## src/rtl/ring_dma_pkg.sv

```systemverilog
package ring_dma_pkg;
  typedef enum logic [1:0] {
    SEL_NONE  = 2'b00,
    SEL_RSVD  = 2'b01,
    SEL_DRN_A = 2'b10,
    SEL_DRN_B = 2'b11
  } drain_sel_e;

  typedef enum logic {
    ST_IDLE  = 1'b0,
    ST_WRITE = 1'b1
  } wr_state_e;

  localparam int unsigned QW_BYTES_LOG2 = 4;
endpackage

```

## src/rtl/ring_fold.sv

```systemverilog
module ring_fold #(
  parameter int unsigned AW = 32
) (
  input  logic [AW-1:0] addr_i,
  input  logic [AW-1:0] add_i,
  input  logic [AW-1:0] base_i,
  input  logic [AW-1:0] mask_i,
  input  logic          ring_en_i,
  output logic [AW-1:0] next_o,
  output logic          outside_o
);
  logic [AW-1:0] sum;

  always_comb begin
    sum       = addr_i + add_i;
    next_o    = ring_en_i ? (base_i + (sum & mask_i)) : sum;
    outside_o = ring_en_i && ((addr_i & ~mask_i) != base_i);
  end
endmodule

```

## src/rtl/deposit_ctr.sv

```systemverilog
module deposit_ctr #(
  parameter int unsigned QW = 16,
  parameter int unsigned CW = 16
) (
  input  logic          clk_i,
  input  logic          rst_ni,
  input  logic          add_i,
  input  logic [QW-1:0] val_i,
  input  logic          clr_i,
  output logic [CW-1:0] cnt_o
);
  always_ff @(posedge clk_i or negedge rst_ni) begin
    if (!rst_ni)    cnt_o <= '0;
    else if (clr_i) cnt_o <= '0;
    else if (add_i) cnt_o <= cnt_o + CW'(val_i);
  end
endmodule

```

## src/rtl/ring_dma_writer.sv

```systemverilog
module ring_dma_writer
  import ring_dma_pkg::*;
#(
  parameter int unsigned AW = 32,
  parameter int unsigned QW = 16,
  parameter int unsigned CW = 16
) (
  input  logic          clk_i,
  input  logic          rst_ni,
  input  logic [1:0]    drain_sel_i,
  input  logic [AW-1:0] ring_base_i,
  input  logic [AW-1:0] ring_mask_i,
  input  logic          load_i,
  input  logic [AW-1:0] load_maddr_i,
  input  logic [AW-1:0] load_saddr_i,
  input  logic          burst_valid_i,
  input  logic [QW-1:0] burst_qwc_i,
  output logic          burst_ready_o,
  output logic          mem_req_o,
  output logic [AW-1:0] mem_addr_o,
  output logic [AW-1:0] mem_saddr_o,
  output logic [QW-1:0] mem_qwc_o,
  input  logic          mem_ack_i,
  input  logic          step_end_i,
  output logic          win_err_o,
  output logic          notify_a_o,
  output logic          notify_b_o,
  output logic [CW-1:0] notify_qwc_o
);
  localparam int unsigned SH = QW_BYTES_LOG2;

  wr_state_e     st_q;
  logic [AW-1:0] maddr_q, saddr_q;
  logic [QW-1:0] qwc_q;
  logic          ring_q, inside_q;
  logic [CW-1:0] cnt;

  logic          ring_en, idle, accept, step_go, flush, done;
  logic [AW-1:0] burst_bytes, burst_next, fold_now;
  logic          burst_out_unused, out_now;

  assign ring_en       = drain_sel_i[1];
  assign idle          = (st_q == ST_IDLE);
  assign burst_ready_o = idle && !step_end_i;
  assign accept        = burst_ready_o && burst_valid_i && (burst_qwc_i != '0);
  assign step_go       = idle && step_end_i;
  assign flush         = step_go && ring_en && (cnt != '0);
  assign done          = (st_q == ST_WRITE) && mem_ack_i;
  assign burst_bytes   = AW'(qwc_q) << SH;

  // fold applied after a completed burst
  ring_fold #(.AW(AW)) u_fold_burst (
    .addr_i   (maddr_q),
    .add_i    (burst_bytes),
    .base_i   (ring_base_i),
    .mask_i   (ring_mask_i),
    .ring_en_i(ring_q),
    .next_o   (burst_next),
    .outside_o(burst_out_unused)
  );

  // window check at accept, refold at step end
  ring_fold #(.AW(AW)) u_fold_now (
    .addr_i   (maddr_q),
    .add_i    ('0),
    .base_i   (ring_base_i),
    .mask_i   (ring_mask_i),
    .ring_en_i(ring_en),
    .next_o   (fold_now),
    .outside_o(out_now)
  );

  deposit_ctr #(.QW(QW), .CW(CW)) u_ctr (
    .clk_i (clk_i),
    .rst_ni(rst_ni),
    .add_i (done && ring_q && inside_q),
    .val_i (qwc_q),
    .clr_i (flush),
    .cnt_o (cnt)
  );

  always_ff @(posedge clk_i or negedge rst_ni) begin
    if (!rst_ni) begin
      st_q     <= ST_IDLE;
      qwc_q    <= '0;
      ring_q   <= 1'b0;
      inside_q <= 1'b0;
    end else if (accept) begin
      st_q     <= ST_WRITE;
      qwc_q    <= burst_qwc_i;
      ring_q   <= ring_en;
      inside_q <= !out_now;
    end else if (done) begin
      st_q     <= ST_IDLE;
    end
  end

  always_ff @(posedge clk_i or negedge rst_ni) begin
    if (!rst_ni) begin
      maddr_q <= '0;
      saddr_q <= '0;
    end else if (done) begin
      maddr_q <= burst_next;
      saddr_q <= saddr_q + burst_bytes;
    end else if (flush) begin
      maddr_q <= fold_now;
    end else if (load_i && burst_ready_o && !burst_valid_i) begin
      maddr_q <= load_maddr_i;
      saddr_q <= load_saddr_i;
    end
  end

  always_ff @(posedge clk_i or negedge rst_ni) begin
    if (!rst_ni) begin
      win_err_o    <= 1'b0;
      notify_a_o   <= 1'b0;
      notify_b_o   <= 1'b0;
      notify_qwc_o <= '0;
    end else begin
      win_err_o    <= accept && out_now;
      notify_a_o   <= flush && (drain_sel_i == SEL_DRN_A);
      notify_b_o   <= flush && (drain_sel_i == SEL_DRN_B);
      notify_qwc_o <= flush ? cnt : '0;
    end
  end

  assign mem_req_o   = (st_q == ST_WRITE);
  assign mem_addr_o  = maddr_q;
  assign mem_saddr_o = saddr_q;
  assign mem_qwc_o   = qwc_q;
endmodule

```

## config.mk

```make
export PLATFORM = sky130hd
export DESIGN_NAME = ring_dma_writer
export DESIGN_NICKNAME = d
export VERILOG_FILES = /design/src/rtl/ring_dma_pkg.sv /design/src/rtl/ring_fold.sv /design/src/rtl/deposit_ctr.sv /design/src/rtl/ring_dma_writer.sv
export SDC_FILE = /design/constraint.sdc
export NUM_CORES = 1
export LEC_CHECK = 0
export ABC_AREA = 1
export ABC_CLOCK_PERIOD_IN_PS = 10200
export BUFFER_PORTS_ARGS = -buffer_cell sky130_fd_sc_hd__buf_2
export CORE_ASPECT_RATIO = 2
export CORE_UTILIZATION = 50
export DETAILED_ROUTE_END_ITERATION = 10
export GPL_TIMING_DRIVEN = 0
export PLACE_DENSITY_LB_ADDON = 0.05
export SLEW_MARGIN = 15
export SYNTH_ARGS = -nofsm -noshare
export SYNTH_HDL_FRONTEND = slang
export SYNTH_SLANG_ARGS = --single-unit
```

## constraint.sdc

```tcl
create_clock -name clk_i -period 10.2 [get_ports clk_i]
set_input_delay 2.04 -clock clk_i [delete_from_list [all_inputs] [get_ports clk_i]]
set_output_delay 2.04 -clock clk_i [all_outputs]
set_load 0.05 [all_outputs]
```

==> results.json, run 1 <==
{
  "status": "complete, no violations",
  "cp_max_fo": 3,
  "layout-drive-gt1-share_pct": 15.6,
  "r2r_setup_slack_ns": 5.54,
  "wirelength_mm": 65.1,
  "place.detailed.hpwl_mm": 51.4,
  "clkTransAtPathRegs_ns": 0.06,
  "clock_path_buffers": 2,
  "slowest_delay_ns": 0.30,
  "synth_top_area_share_pct": 22.5,
  "max_slew_margin_pct": 14.3,
  "syn2layout_area_growth_pct": 17.6,
  "crit_arrival_ns": 2.64,
  "startpoint_type": "input port",
  "leakage_nw": 8.26,
  "synth_most_common_cell": "nand2_1",
  "max_cap_violations": 0,
  "final_util_pct": 60.0,
  "cpMostUsedCell": "buf_2",
  "rsz0062_at_grt": "false",
  "portBuffers": 252,
  "tritoncts": "done",
  "coreArea_um2": 25700,
  "finalNonFillerCells": 2734,
  "die_w_um": 116,
  "finalSetupTns_ns": 0,
  "cts_root_buf": "clkbuf_16",
  "async_reset_ff_share_pct": 100,
  "antenna_found_initial": 2,
  "track_usage_pct": 50.8,
  "post_cts_resize_count": 0,
  "tightest_slew_ns": 1.28,
  "p_total_mw": 4.94,
  "gp_congestion": 1.13,
  "fill_cells": 2544,
  "finalCriticalPeriod_ns": 4.68,
  "cts_sinks": 118,
  "synthCells": 2107,
  "fmax_ghz": 0.214,
  "cts_buffers": 17,
  "route.detailed.drc": 0,
  "first_pass_iters": 9,
  "wire_per_inst_um": 23.8,
  "ys_types": 59,
  "placed_cells": 2700,
  "htree_levels": 4,
  "dieArea_um2": 26900,
  "nets": 2640,
  "end_kind": "primary output",
  "finalHoldViolCount": 0,
  "grt_pass1_wl_mm": 97.2,
  "ant_nets": 0,
  "clk_latency_ns": 0.47,
  "ys_ff_latch": 118,
  "pin_count": 253,
  "rows": 83,
  "setup_viol": 0,
  "vdd_drop_max_mv": 0.197,
  "grt_overflow_total": 0,
  "drt_iter0_markers": 1374,
  "synth_ff_type": "dfrtp_1",
  "syn_nets": 2368,
  "synth_common_cells": "nand2_1, inv_1, nor2_1",
  "p_per_area_nw_per_um2": 321,
  "yosys.area.top_type": "dfrtp_1",
  "synth.area.top_cells": "dfrtp_1, nand2_1, ha_1, inv_1, nor2_1",
  "grt_pass1_vias": 16300,
  "crit_chain": "buf_2 > nor2_2 > buf_2",
  "yosysSeqAreaShare_pct": 22.5,
  "path_class": "in2out",
  "start_util_pct": 51.1,
  "slew_violations": 0,
  "cp.required_ns": 8.16,
  "vias": 16700,
  "routed_via_density": 6.09,
  "timing.final.crit_share_pct": 45.9,
  "hp-class": "reg2reg",
  "grt_max_degree": 63,
  "cts_setup_buffers": 0,
  "netlist_area_um2": 13100,
  "finClkSkew_ns": 0.0309,
  "fp.dieH_um": 231,
  "cp_slowest_cell": "buf_2",
  "syn_avg_cell_area_um2": 6.22,
  "holdBufCountCts": 0,
  "synth-warning-count": 0,
  "synth_edf_count": 0,
  "cp_top_family": "buffers and inverters",
  "crit_buf_inv": 2
}
==> routing by layer <==
layer  vias to the layer above  global-route usage (%)  wire (µm)
met5                         -                       0          0
met4                         0                    55.7       8910
met3                       488                    20.0       6230
met2                      1134                    81.7      30800
met1                      7531                    44.7      19200
li1                       7507                       -          -
==> registers in the layout, indices dropped and copies added, names as in the netlist <==
register and cells:
mem_saddr_o 32, inside_q 1, notify_a_o 1, win_err_o 1, mem_req_o 1, ring_q 1
notify_b_o 1, mem_qwc_o 16, notify_qwc_o 16, mem_addr_o 32, u_ctr.cnt_o 16
==> layout by cell type (no fill, tap or decap), types with 4 or more instances in the layout <==
cell / netlist / routed
dfrtp_1: 118 / 118
nor3_1: 29 / 29
o21a_1: 5 / 5
nand4_1: 29 / 29
nor4_1: 13 / 13
or2_2: 16 / 16
ha_1: 105 / 105
a21o_1: 12 / 12
o21ai_0: 115 / 115
o21ai_1: 16 / 16
nand3_1: 153 / 153
a21oi_1: 159 / 159
inv_2: 7 / 7
xnor2_1: 30 / 30
nand2_1: 572 / 572
o21bai_1: 9 / 9
clkbuf_1: 12 / 12
xor2_1: 41 / 41
fa_1: 4 / 4
or2_1: 4 / 4
nand3_2: 6 / 6
o21ai_2: 7 / 7
a31oi_1: 13 / 13
buf_2: 19 / 270
nand2_2: 7 / 7
nor2_1: 259 / 259
o211ai_1: 13 / 13
clkbuf_16: 0 / 17
o22ai_1: 9 / 9
nand3b_1: 11 / 11
inv_1: 262 / 262
inv_6: 0 / 7
nor2_2: 6 / 6
==> path summary, 6_finish.rpt <==
path | startpoint | to | depth (start not counted)
setup / recovery | step_end_i | burst_ready_o | 3
max in group asynchronous | rst_ni | mem_qwc_o[14] | 2
hold / removal | mem_saddr_o[2] | mem_saddr_o[2] | 2
min in group asynchronous | rst_ni | mem_addr_o[3] | 1
setup reg to reg | mem_qwc_o[0] | mem_addr_o[31] | 21
hold reg to reg | mem_saddr_o[2] | mem_saddr_o[2] | 2
==> worst min-delay path, stage by stage, from the launching register on <==
cell     delay, ns
dfrtp_1       0.35
nand2_1       0.06
nand2_1       0.06
==> cell families (layout without fill, tap and decap cells) <==
group           Yosys count  in the layout  synth area share (%)
xor+xnor                 71             71                  4.75
buf+inv                 305            590                  9.03
fa+ha+maj               109            109                  10.6
other cells               0              2                     0
simple gates           1121           1121                  36.5
flops                   118            118                  22.5
compound gates          383            383                  16.5
==> layout make-up <==
cell class | instances | area [µm²] | area share (%)
Clock buffer | 17 | 425 | 2.76
Antenna cell | 2 | 5.00 | 0.0325
Buffer | 35 | 166 | 1.08
Sequential cell | 118 | 2950 | 19.2
Tap cell | 340 | 425 | 2.76
Multi-Input combinational cell | 1684 | 8960 | 58.2
Clock inverter | 15 | 151 | 0.983
Inverter | 270 | 1020 | 6.60
Timing Repair Buffer | 253 | 1290 | 8.41
==> stage by stage <==
stage,hold WS (ns),cell area (µm²),setup WS (ns)
6_report,0.492,15400,5.52
5_1_grt,0.527,15400,5.34
4_1_cts,0.490,15400,5.53
3_5_place_dp,0.473,14800,5.54
3_3_place_gp,0.459,14800,5.44
2_1_floorplan,0.477,13100,5.66
==> where the power goes <==
group	internal (mW)	switching, mW
clock	0.325	0.292
sequential	0.618	0.241
combinational	0.971	2.50
total	1.91	3.03
Power figures use the tool's default switching activity.
==> run 2: changes to the inputs <==
--- a/config.mk
+++ b/config.mk
@@ -5,8 +5,8 @@
 export SDC_FILE = /design/constraint.sdc
 export NUM_CORES = 1
 export LEC_CHECK = 0
-export ABC_AREA = 1
-export ABC_CLOCK_PERIOD_IN_PS = 10200
+export ABC_AREA = 0
+export ABC_CLOCK_PERIOD_IN_PS = 4050
 export BUFFER_PORTS_ARGS = -buffer_cell sky130_fd_sc_hd__buf_2
 export CORE_ASPECT_RATIO = 2
 export CORE_UTILIZATION = 50
==> constraint.sdc (replaced) <==
create_clock -name clk_i -period 4.05 [get_ports clk_i]
set_input_delay 0.81 -clock clk_i [delete_from_list [all_inputs] [get_ports clk_i]]
set_output_delay 0.81 -clock clk_i [all_outputs]
set_load 0.05 [all_outputs]
==> run 2 against run 1 <==
Effect of this change: design area is 6.0% lower; area after synthesis is 12% lower; clock power is 140% higher; final cell count is 27% lower; total power grew to 2.6 times the previous value; die area is 12% lower; synthesized cell count is 33% lower; critical path depth is 17 higher; clock skew is 0.020 ns lower; the run now ends with setup timing left; sequential share of layout area is 1.3 points higher; combinational power grew to 2.7 times the previous value.
==> results.json, run 2 <==
{
  "htree_levels": 4,
  "first_pass_iters": 5,
  "synthCells": 1410,
  "cts_root_buf": "clkbuf_16",
  "multi_input_area_um2": 8780,
  "wirelength_mm": 48.4,
  "finalCriticalPeriod_ns": 4.92,
  "p_total_mw": 13.1,
  "setup_viol": 17,
  "regArea_um2": 2960,
  "async_reset_ff_share_pct": 100,
  "final_util_pct": 63.9,
  "die_w_um": 110,
  "max_cap_violations": 0,
  "final_cell_mix": "buf_2, nand2_1, dfrtp_1",
  "timing.final.crit_share_pct": 122,
  "rsz0062_at_grt": "true",
  "pin_count": 253,
  "rows": 78,
  "grt_pass1_vias": 12600,
  "yosysSeqAreaShare_pct": 25.5,
  "slowest_delay_ns": 0.51,
  "wire_per_inst_um": 24.2,
  "clk_latency_ns": 0.45,
  "fmax_ghz": 0.203,
  "layout-drive-gt1-share_pct": 25.1,
  "nets": 1966,
  "route.detailed.drc": 0,
  "path_class": "reg2reg",
  "crit_arrival_ns": 5.22,
  "synth.area.top_cells": "dfrtp_1, ha_1, xnor2_1, a21oi_1, nand2_1",
  "ant_nets": 0,
  "p_per_area_nw_per_um2": 902,
  "finClkSkew_ns": 0.0111,
  "crit_chain": "ha_4 > fa_2 > a211o_1 > a2111oi_4 > o31ai_4 > a31o_4 > a21oi_4 > buf_6 > o21ai_4 > xor2_1 > and2_4 > ha_4 > buf_12 > a2111oi_4 > nor3_2 > a211o_1 > a41oi_2 > xnor2_1 > xnor2_1 > a2bb2oi_2",
  "synth_most_common_cell": "nand2_1",
  "max_slew_margin_pct": 31.7,
  "synth_adder_area_share_pct": 12.1,
  "synth-xor-area-share_pct": 9.40,
  "cts_buffers": 17,
  "cp_slowest_cell": "dfrtp_2",
  "yosys.area.top_type": "dfrtp_1",
  "tightest_slew_ns": 1.03,
  "antenna_found_initial": 0,
  "synth_top_family_by_area": "compound AO/OA/AOI/OAI gates",
  "grt_pass1_wl_mm": 70.3,
  "start_util_pct": 51.0,
  "portBuffers": 252,
  "place.detailed.hpwl_mm": 37.3,
  "grt_overflow_total": 0,
  "syn_avg_cell_area_um2": 8.20,
  "slew_violations": 0,
  "cp_max_fo": 3,
  "end_kind": "register",
  "vias": 12600,
  "clock_path_buffers": 2,
  "fin_ws_ns": -0.873,
  "dieArea_um2": 23800,
  "drt_iter0_markers": 677,
  "coreArea_um2": 22600,
  "synth_ff_type": "dfrtp_1",
  "routed_via_density": 6.32,
  "r2r-start": "mem_qwc_o[0]",
  "violations": "setup timing",
  "synth-warning-count": 0,
  "clkTransAtPathRegs_ns": 0.06,
  "synth_edf_count": 0,
  "finalHoldViolCount": 0,
  "ys_types": 72,
  "gp_congestion": 0.982,
  "fill_cells": 2043,
  "synth.mux.area_fraction_pct": 2.44,
  "cp_top_family": "compound AO/OA/AOI/OAI gates",
  "fp.dieH_um": 217,
  "synth-compound-area-share_pct": 25.9,
  "crit_buf_inv": 2,
  "yosys.area_share.simple_pct": 21.8,
  "leakage_nw": 6.77,
  "synth_common_cells": "nand2_1, dfrtp_1, a21oi_1",
  "startpoint_type": "register",
  "netlist_area_um2": 11600,
  "layout_commonest_cell": "buf_2",
  "diodes": 0,
  "tritoncts": "done",
  "cts_sinks": 118,
  "hp-class": "in2async",
  "synth_top_area_share_pct": 25.5,
  "crit_start": "mem_qwc_o[0]",
  "grt_max_degree": 81,
  "vdd_drop_max_mv": 0.606,
  "status": "finished with violations",
  "cp.required_ns": 4.35,
  "track_usage_pct": 40.8,
  "syn_nets": 1671,
  "ys_ff_latch": 118,
  "syn2layout_area_growth_pct": 25.3
}
[run 2: cell types whose count changed after synthesis, moves of 29 or more]
cell / previous run / this run
a21o_1: 12 / 45
nor2_1: 259 / 98
clkbuf_1: 12 / 44
xnor2_1: 30 / 83
and2_1: 1 / 78
nand2_1: 572 / 131
inv_1: 262 / 40
nand3_1: 153 / 42
o21ai_0: 115 / 80
a21oi_1: 159 / 106
nor2b_1: 0 / 38
a211oi_1: 3 / 32
[run 2: path summary, 6_finish.rpt]
check | cells after the start | to | slack, ns
worst max register to register | 20 | mem_addr_o[31] | -0.87
max in group asynchronous | 2 | mem_qwc_o[0] | 2.96
worst max-delay path | 20 | mem_addr_o[31] | -0.87
worst min-delay path | 1 | mem_addr_o[3] | 0.27
min in group clk_i | 2 | mem_saddr_o[2] | 0.47
worst min register to register | 2 | mem_saddr_o[2] | 0.47
[run 2: area by class of cell]
type	count	area share (%)
Buffer	44	1.19
Clock buffer	19	3.06
Clock inverter	13	0.691
Inverter	40	1.04
Multi-Input combinational cell	1205	60.7
Sequential cell	118	20.4
Tap cell	280	2.42
Timing Repair Buffer	279	10.5
[run 2: logic make-up (layout without fill, tap and decap cells)]
kind of cell / Yosys count / after routing
simple gates: 502 / 502
compound gates: 444 / 444
xor+xnor: 124 / 124
flops: 118 / 118
fa+ha+maj: 109 / 109
buf+inv: 87 / 395
mux: 26 / 26
[run 2: stage by stage]
step / cells / worst slack, ns / hold WS, ns / TNS [ns] / instance area [µm²]
after global routing: 1998 / -0.990 / 0.305 / -11.70 / 14500
after CTS: 1988 / -0.804 / 0.287 / -8.04 / 14100
after global placement: 1942 / -1.03 / 0.457 / -11.64 / 13300
after floorplan: 1410 / -0.404 / 0.471 / -2.98 / 11600
final: 1998 / -0.873 / 0.268 / -9.19 / 14500
after detailed placement: 1944 / -1.04 / 0.458 / -11.22 / 13300
[run 2: repair_timing]
item | CTS | global route
pin swaps | 13 | 37
resized for setup | 39 | 58
setup buffers | 13 | 12
endpoints found under the hold margin | 0 | 0
endpoints found under the setup margin | 16 | 18
hold buffers | 0 | 0
[run 2: power breakdown]
| group | internal, mW | switching (mW) | total [mW] |
|---|---|---|---|
| Combinational | 3.61 | 5.74 | 9.35 |
| Clock | 0.802 | 0.654 | 1.46 |
| Sequential | 1.60 | 0.651 | 2.25 |
[run 2: metal layers]
metal  vias to the layer above  wire length (µm)  GRT usage (%)
met5                         -                 0              0
met4                         0              4980           37.2
met3                       207              3110           8.09
met2                       556             23900           69.3
met1                      6064             16400           40.8
li1                       5792                 -              -
==> run 3: changes to the inputs <==
--- a/config.mk
+++ b/config.mk
@@ -11,7 +11,6 @@
 export CORE_ASPECT_RATIO = 2
 export CORE_UTILIZATION = 50
 export DETAILED_ROUTE_END_ITERATION = 10
-export GPL_TIMING_DRIVEN = 0
 export PLACE_DENSITY_LB_ADDON = 0.05
 export SLEW_MARGIN = 15
 export SYNTH_ARGS = -nofsm -noshare
==> run 3 against run 2 <==
Effect of this change: largest power group unchanged; sequential power shrank 8%; routed wire length shrank 2.8%; largest cell class unchanged; global-route usage shrank 0.89 points; via count grew 2.5%; the flow still finishes with violations (setup timing); maximum frequency grew 6.1%; combinational power grew 10%; clock power is essentially flat; sequential cell count is the same; worst setup slack gained 0.28 ns.
==> results.json, run 3 (synthesis results as in run 2) <==
{
  "rsz0062_at_grt": "true",
  "tightest_slew_ns": 1.01,
  "final_util_pct": 67.8,
  "end_kind": "register",
  "place.detailed.hpwl_mm": 37.2,
  "setup_viol": 15,
  "start_util_pct": 51.0,
  "layout_commonest_cell": "buf_2",
  "track_usage_pct": 39.9,
  "nets": 2068,
  "status": "finished with violations",
  "cts_sinks": 118,
  "antenna_found_initial": 1,
  "finalCriticalPeriod_ns": 4.64,
  "slew_violations": 0,
  "htree_levels": 4,
  "clkTransAtPathRegs_ns": 0.06,
  "path_class": "reg2reg",
  "wire_per_inst_um": 22.4,
  "grt_max_degree": 77,
  "max_cap_violations": 0,
  "portBuffers": 252,
  "layout-drive-gt1-share_pct": 31.1,
  "finClkSkew_ns": 0.0110,
  "p_per_area_nw_per_um2": 902,
  "fin_ws_ns": -0.591,
  "wirelength_mm": 47.0,
  "first_pass_iters": 5,
  "finalHoldViolCount": 0,
  "gp_congestion": 1.03,
  "routed_via_density": 6.16,
  "drt_iter0_markers": 689,
  "finalNonFillerCells": 2100,
  "vias": 12900,
  "syn2layout_area_growth_pct": 32.8,
  "cpMostUsedCell": "ha_4",
  "post_dp_cell_area_um2": 14300,
  "final_cell_mix": "buf_2, buf_4, nand2_1",
  "cts_root_buf": "clkbuf_16",
  "tritoncts": "done",
  "holdBufCountCts": 0,
  "crit_chain": "ha_4 > fa_2 > a211o_1 > a2111oi_4 > o31ai_2 > a31o_1 > a21oi_2 > buf_4 > o21ai_4 > xor2_2 > and2_4 > ha_4 > and4_4 > o21ai_2 > a41o_1 > a31o_4 > o2111a_2 > o2111ai_2 > nand4b_1",
  "timing.final.crit_share_pct": 115,
  "leakage_nw": 7.42,
  "fp.dieH_um": 217,
  "pin_count": 253,
  "startpoint_type": "register",
  "hp-class": "in2async",
  "rows": 78,
  "route.detailed.drc": 0,
  "grt_overflow_total": 0,
  "crit_arrival_ns": 4.95,
  "r2r_cells": 19,
  "max_slew_margin_pct": 32.1,
  "cts_buffers": 17,
  "violations": "setup timing",
  "clock_path_buffers": 2,
  "ant_nets": 0,
  "grt_pass1_wl_mm": 69.4,
  "fin_area_um2": 15400,
  "cp_slowest_cell": "dfrtp_2",
  "fmax_ghz": 0.215,
  "cp.required_ns": 4.36,
  "cp_max_fo": 4,
  "vdd_drop_max_mv": 0.549,
  "grt_pass1_vias": 13000,
  "dp_slack_ns": -0.639,
  "slowest_delay_ns": 0.42,
  "die_w_um": 110,
  "dieArea_um2": 23800,
  "placed_cells": 2050,
  "clk_latency_ns": 0.45,
  "coreArea_um2": 22600
}
==> run 3: cell types whose count changed in the layout (fill, tap and decap cells not counted), sizes merged <==
cell / before / now
buf: 283 / 425
clkbuf: 59 / 18
clkinv: 9 / 5
inv: 42 / 45
bufinv: 0 / 1
diode: 0 / 1
==> run 3: final cells by class <==
cell class / instances / area, µm²
Timing Repair Buffer: 425 / 2590
Clock inverter: 13 / 121
Multi-Input combinational cell: 1205 / 8740
Antenna cell: 1 / 2.50
Fill cell: 2059 / 7290
Clock buffer: 18 / 439
Inverter: 40 / 150
Sequential cell: 118 / 2960
Tap cell: 280 / 350
==> run 3: path summary, 6_finish.rpt <==
path | slack, ns | startpoint | to
setup / recovery | -0.59 | mem_qwc_o[0] | mem_addr_o[30]
hold / removal | 0.38 | rst_ni | mem_addr_o[3]
setup reg to reg | -0.59 | mem_qwc_o[0] | mem_addr_o[30]
hold reg to reg | 0.47 | mem_saddr_o[2] | mem_saddr_o[2]
max in group asynchronous | 2.94 | rst_ni | notify_qwc_o[10]
min in group clk_i | 0.47 | mem_saddr_o[2] | mem_saddr_o[2]
==> run 3: power by group <==
group	total (mW)	leakage (nW)	switching [mW]	internal [mW]
sequential	2.07	1.44	0.470	1.60
combinational	10.3	5.70	6.02	4.27
clock	1.48	0.274	0.620	0.861
total	13.8	7.42	7.11	6.74
==> run 3: per-layer routing <==
| layer | track usage (%) | part of all wire [%] | routed length, µm |
|---|---|---|---|
| met1 | 37.4 | 33 | 15600 |
| met2 | 71.4 | 51 | 24100 |
| met3 | 7.25 | 5.4 | 2520 |
| met4 | 35.5 | 10 | 4810 |
| met5 | 0 | 0.028 | 13 |
==> run 3: critical path: cells and delay by family (launching register included) <==
family          cells  cell delay [ns]
compound gates     11             2.41
xor+xnor            1             0.20
fa+ha+maj           3             0.81
buf+inv             1             0.15
flops               1             0.42
simple gates        3             0.50
==> run 3: timing repair <==
item	in CTS	in global routing
resized for setup	39	38
gates cloned	0	0
setup endpoints to repair	15	20
pin swaps	39	32
setup buffers	13	6
==> run 3: metrics by stage <==
step / hold slack [ns] / setup TNS (ns) / power [mW]
after global routing: 0.442 / -8.76 / 14.7
final: 0.377 / -5.61 / 13.8
after CTS: 0.409 / -5.40 / 13.4
after floorplan: 0.471 / -2.98 / 8.24
after detailed placement: 0.464 / -6.37 / 11.4
after global placement: 0.456 / -5.28 / 11.3
